`config.mk`:
```
export PLATFORM = sky130hd
export DESIGN_NAME = slowdown_ctrl
export DESIGN_NICKNAME = d
export VERILOG_FILES = /design/src/rtl/slowdown_pkg.sv /design/src/rtl/slowdown_irq_edge.sv /design/src/rtl/slowdown_decode.sv /design/src/rtl/slowdown_window.sv /design/src/rtl/slowdown_ctrl.sv
export SDC_FILE = /design/constraint.sdc
export NUM_CORES = 1
export LEC_CHECK = 0
export ABC_CLOCK_PERIOD_IN_PS = 4650
export BUFFER_PORTS_ARGS = -buffer_cell sky130_fd_sc_hd__buf_2
export CORE_MARGIN = 2
export CORE_UTILIZATION = 35
export CTS_BUF_LIST = sky130_fd_sc_hd__clkbuf_4 sky130_fd_sc_hd__clkbuf_8
export CTS_CLUSTER_SIZE = 16
export DETAILED_ROUTE_END_ITERATION = 10
export HOLD_SLACK_MARGIN = 0.15
export SLEW_MARGIN = 0
export SYNTH_ARGS = -nofsm -noshare
export SYNTH_HDL_FRONTEND = slang
export SYNTH_HIERARCHICAL = 1
export SYNTH_SLANG_ARGS = --single-unit
```
`constraint.sdc`:
```
create_clock -name clk -period 4.65 [get_ports clk]
set_input_delay 0.6975 -clock clk [delete_from_list [all_inputs] [get_ports clk]]
set_output_delay 0.6975 -clock clk [all_outputs]
set_load 0.01 [all_outputs]
```
`src/rtl/slowdown_pkg.sv`:
```
package slowdown_pkg;

  // source indices in the trigger / window vectors
  localparam int SRC_PAD   = 0;
  localparam int SRC_SPK   = 1;
  localparam int SRC_VC    = 2;
  localparam int SRC_IRQ   = 3;
  localparam int SRC_SLOT1 = 4;
  localparam int NUM_SLOTS = 7;
  localparam int NSRC      = SRC_SLOT1 + NUM_SLOTS;

  function automatic logic in_io_page(input logic [15:0] a);
    return a[15:8] == 8'hC0;
  endfunction

  function automatic logic hit_paddle(input logic [15:0] a);
    return (a == 16'hC070) || (a == 16'hC020);
  endfunction

  function automatic logic hit_speaker(input logic [15:0] a);
    return a == 16'hC030;
  endfunction

  function automatic logic hit_vcount(input logic [15:0] a);
    return (a == 16'hC02E) || (a == 16'hC07E);
  endfunction

  // eight control locations C058..C05F
  function automatic logic hit_ctrl(input logic [15:0] a);
    return a[15:3] == 13'h180B;
  endfunction

  // slot number 1..7 for C090..C0FF, 0 for anything else
  function automatic logic [2:0] slot_of(input logic [15:0] a);
    return (in_io_page(a) && a[7]) ? a[6:4] : 3'd0;
  endfunction

  function automatic int unsigned window_len(input int idx,
                                             input int unsigned short_t,
                                             input int unsigned slot_t);
    return (idx >= SRC_SLOT1) ? slot_t : short_t;
  endfunction

  function automatic int unsigned max_u(input int unsigned a,
                                        input int unsigned b);
    return (a > b) ? a : b;
  endfunction

endpackage

```
`src/rtl/slowdown_irq_edge.sv`:
```
module slowdown_irq_edge (
  input  logic clk,
  input  logic rst_n,
  input  logic irq,
  output logic irq_rise
);
  logic irq_q;

  always_ff @(posedge clk or negedge rst_n) begin
    if (!rst_n) irq_q <= 1'b0;
    else        irq_q <= irq;
  end

  assign irq_rise = irq & ~irq_q;
endmodule

```
`src/rtl/slowdown_decode.sv`:
```
module slowdown_decode
  import slowdown_pkg::*;
(
  input  logic            bus_valid,
  input  logic            bus_we,
  input  logic [15:0]     bus_addr,
  input  logic            irq_rise,
  input  logic [NSRC-1:0] en_vec,
  output logic [NSRC-1:0] trig_vec,
  output logic            cancel_evt
);
  assign trig_vec[SRC_PAD] = bus_valid && en_vec[SRC_PAD] && hit_paddle(bus_addr);
  assign trig_vec[SRC_SPK] = bus_valid && en_vec[SRC_SPK] && hit_speaker(bus_addr);
  assign trig_vec[SRC_VC]  = bus_valid && !bus_we && en_vec[SRC_VC] &&
                             hit_vcount(bus_addr);
  assign trig_vec[SRC_IRQ] = irq_rise && en_vec[SRC_IRQ];

  for (genvar s = 1; s <= NUM_SLOTS; s++) begin : g_slot
    assign trig_vec[SRC_SLOT1+s-1] = bus_valid && en_vec[SRC_SLOT1+s-1] &&
                                     (slot_of(bus_addr) == 3'(s));
  end

  assign cancel_evt = bus_valid && bus_we && hit_ctrl(bus_addr);
endmodule

```
`src/rtl/slowdown_window.sv`:
```
module slowdown_window #(
  parameter int unsigned CNT_W = 16,
  parameter int unsigned LEN   = 5000
) (
  input  logic clk,
  input  logic rst_n,
  input  logic start,
  input  logic cancel,
  input  logic tick,
  output logic active
);
  logic [CNT_W-1:0] cnt;

  // a start beats a cancel arriving in the same cycle
  always_ff @(posedge clk or negedge rst_n) begin
    if (!rst_n)                   cnt <= '0;
    else if (start)               cnt <= CNT_W'(LEN);
    else if (cancel)              cnt <= '0;
    else if (tick && cnt != '0)   cnt <= cnt - 1'b1;
  end

  assign active = (cnt != '0);
endmodule

```
`src/rtl/slowdown_ctrl.sv`:
```
module slowdown_ctrl
  import slowdown_pkg::*;
#(
  parameter int unsigned SHORT_TICKS = 5000,
  parameter int unsigned SLOT_TICKS  = 53000
) (
  input  logic        clk,
  input  logic        rst_n,
  input  logic        bus_valid,
  input  logic        bus_we,
  input  logic [15:0] bus_addr,
  input  logic        irq,
  input  logic        sys_slow,
  input  logic        en_follow,
  input  logic        en_paddle,
  input  logic        en_speaker,
  input  logic        en_vcount,
  input  logic        en_irq,
  input  logic [6:0]  en_slot,
  input  logic        tick_1us,
  output logic        slow,
  output logic        delay_active
);
  localparam int unsigned CNT_W = $clog2(max_u(SHORT_TICKS, SLOT_TICKS) + 1);

  logic [NSRC-1:0] en_vec;
  logic [NSRC-1:0] trig_vec;
  logic [NSRC-1:0] win_active;
  logic            irq_rise;
  logic            cancel_evt;
  logic            follow_q;

  assign en_vec = {en_slot, en_irq, en_vcount, en_speaker, en_paddle};

  slowdown_irq_edge u_edge (
    .clk      (clk),
    .rst_n    (rst_n),
    .irq      (irq),
    .irq_rise (irq_rise)
  );

  slowdown_decode u_dec (
    .bus_valid  (bus_valid),
    .bus_we     (bus_we),
    .bus_addr   (bus_addr),
    .irq_rise   (irq_rise),
    .en_vec     (en_vec),
    .trig_vec   (trig_vec),
    .cancel_evt (cancel_evt)
  );

  for (genvar i = 0; i < NSRC; i++) begin : g_win
    slowdown_window #(
      .CNT_W (CNT_W),
      .LEN   (window_len(i, SHORT_TICKS, SLOT_TICKS))
    ) u_win (
      .clk    (clk),
      .rst_n  (rst_n),
      .start  (trig_vec[i]),
      .cancel (cancel_evt),
      .tick   (tick_1us),
      .active (win_active[i])
    );
  end

  always_ff @(posedge clk or negedge rst_n) begin
    if (!rst_n) follow_q <= 1'b0;
    else        follow_q <= en_follow & sys_slow;
  end

  assign delay_active = |win_active;
  assign slow         = delay_active | follow_q;
endmodule

```
==> run metrics <==
Synth Area in Adders ~1.2%; Crit path arrival time between 3 and 4 ns; CTS Buf Count 17; Initial Util a little over a third; share of the synthesized area in the top cell type between 30% and 40%; Synth Area in XOR/XNOR less than 1%; WHS Path Cells 1; period utilisation layout 84.4%; Total GRT Usage approximately 16%; Syn Nets approximately 1300; Critical Path Sink Type output pin; share of layout cells above drive strength 1 between 10% and 20%; post_cts resized 0; I/O Buffers 36; LEAKAGE 5.29 nW; CTS Buffer Depth 2; Async SR Flop Fraction between 90% and 100%; DP HPWL 19600 um; Hold Vio Cnt, Final 0; CTS clk-pin slew, worst paths approximately 0.1 ns; drt wl/cell around 16 um; Total Power 5.73 mW; setup ws final 0.725 ns; Post-CTS Setup Repair Bufs 0; antenna cells 0; dpl cells roughly 1700; nets@finish 1354; row count 67; Seq cells post-synth 178; Worst slew margin around 36%; netlist area before placement ~12000 sq um; worst hold path class primary input to register; VDD IR max roughly 190 uV; DIE HEIGHT approximately 190 um; WP data required approximately 4.0 ns; share of the yosys chip area belonging to registers a little under two fifths; initial antenna violation count 0; Die ar. 35300 sq um; clock sinks 178; Antenna Nets Post-Route 0; Crit Path Max Fanout 11; global-route wire length before repair 48500 um; Peak Freq 255 MHz; status completed; first-pass iteration count of the detailed router 5; post-synthesis mux area share roughly 2.6%; Slew Limit Fails 0; worst reg2reg setup slack between 2 and 2.5 ns; startpoint types register; final setup vio count 0; Clk Latency, worst-skew pair 0.45 ns; post-synth cell types 61; Synth Area in Compound Gates 18.2%; post-route insts no fill around 1800; top_reg_cell synth dfrtp_1; DP Area about 12000 sq um; Post-Synth Simple-Gate Area a little over a third; R2R depth 6; Placer Congestion 0.853; H-tree depth 4; Routed WL 28100 um; largest family of logic cells by synthesized area simple AND/OR/NAND/NOR gates; Yosys top cell by area dfrtp_1; critical path type register to output pin; Yosys Warn Count 6; RSZ-0062 raised after global routing false; Power Density around 450 nW/um^2; drt first-iter violations about 650; DRC viols 0; Sum Neg Setup Slack 0 ns; Syn Inst Count 1289; Post-synth EDFFs 0; worst-margin pin slew a little under 1 ns; Avg Inst Size Synth between 9 and 10 sq um; largest net degree at the start of global routing 118; top cells by area, synth dfrtp_1, nand2_1, nor2_1; Core ar. 33400 sq um; fin crit period 3.92 ns; dpl ws about 1.1 ns; # hold bufs at CTS 0; CTS tree yes; total of max-cap violations 0; vias post-DR about 10000; io pins 37; post-route cell area approximately 13000 sq um; Area Growth Syn to Fin 8.54%; Die X ~190 um; Overflow after GRT 0; Setup Skew about 0.016 ns; vias in the first global route ~9600; CTS root buf clkbuf_8; vias per cell 5.71
[cells in the final DEF (no fill, tap or decap), types with 8 or more instances in the layout]
| master | count |
|---|---|
| o31ai_1 | 18 |
| o21ai_0 | 26 |
| and3_1 | 25 |
| nor4_4 | 19 |
| nand3_1 | 93 |
| a31o_2 | 14 |
| or3_1 | 20 |
| o2111ai_1 | 12 |
| o21bai_1 | 8 |
| a41o_1 | 14 |
| nand3b_1 | 11 |
| dfrtp_1 | 178 |
| buf_2 | 34 |
| a31oi_1 | 29 |
| nor2_1 | 134 |
| o311ai_0 | 21 |
| nand4_1 | 23 |
| nand4b_1 | 21 |
| or4b_4 | 8 |
| clkbuf_8 | 21 |
| nor3_1 | 43 |
| or4_1 | 22 |
| a21oi_1 | 62 |
| inv_1 | 77 |
| nor4_2 | 8 |
| nand2_1 | 141 |
| o211ai_1 | 11 |
| and2_1 | 9 |
| mux2i_1 | 31 |
| buf_4 | 15 |
| ha_1 | 11 |
| nor3b_1 | 11 |
[final timing paths]
kind	from	end
max reg2reg	g_win[7].u_win/cnt[0]	g_win[7].u_win/cnt[0]
min in group asynchronous	rst_n	g_win[10].u_win/cnt[4]
min reg2reg	g_win[2].u_win/cnt[14]	g_win[2].u_win/cnt[15]
min	irq	u_edge/irq_q
max in group asynchronous	rst_n	g_win[9].u_win/cnt[3]
max	g_win[7].u_win/cnt[0]	delay_active
[kinds of logic after synthesis]
kind of cell	after synthesis
and+or+nand+nor	657
AOI/OAI and AO/OA	282
DFF	178
buffers and inverters	129
muxes	31
adders and majority gates	11
xor gates and xnor gates	1
[metrics by stage]
step,hold WS (ns),util (%)
after global routing,0.320,38.5
after CTS,0.323,38.5
final,0.361,38.5
after floorplan,0.402,-
after detailed placement,0.510,37.1
after global placement,0.505,37.1
[critical path, cell delays in order (launching register included)]
cell	delay (ns)
dfrtp_1	0.42
inv_1	0.09
ha_1	0.19
nor4b_2	0.52
nand4_1	0.62
nor4_1	0.52
nand3_1	0.22
buf_2	0.20
[synth_stat cells (15+ instances only)]
master and count:
nor4_4 19, clkbuf_1 22, mux2i_1 31, o311ai_0 21, o21ai_0 26, nor3_1 43, inv_1 77, nand2_1 141
nand4b_1 21, nand3_1 93, nand4_1 23, a31oi_1 29, and3_1 25, or3_1 20, or4_1 22, o31ai_1 18
a21oi_1 62, dfrtp_1 178, nor2_1 134, buf_2 15
[sequential cells by signal, summed over array words and instances (netlist names)]
signal / cells
g_win.u_win/cnt: 176
u_edge/irq_q: 1
follow_q: 1
[metal layers]
layer | track usage [%] | up-vias | wire (um)
li1 | - | 4909 | -
met1 | 22.7 | 4950 | 13600
met2 | 26.1 | 212 | 12900
met3 | 2.58 | 32 | 1090
met4 | 5.09 | 0 | 482
met5 | 0 | - | 0
[area by class of cell]
type / instances / area, sq um
fill: 3425 / 20500
multi-input combinational: 982 / 6740
sequential: 178 / 4450
tap: 448 / 561
timing repair buffer: 52 / 337
inverter: 77 / 289
clock buffer: 20 / 275
clock inverter: 12 / 175
[report_power, final]
part,internal [mW],total (mW),switching (mW)
Combinational,0.871,1.83,0.961
Clock,0.633,1.22,0.584
Sequential,1.99,2.68,0.687
Total,3.50,5.73,2.23
(Power assumes the default switching activity.)
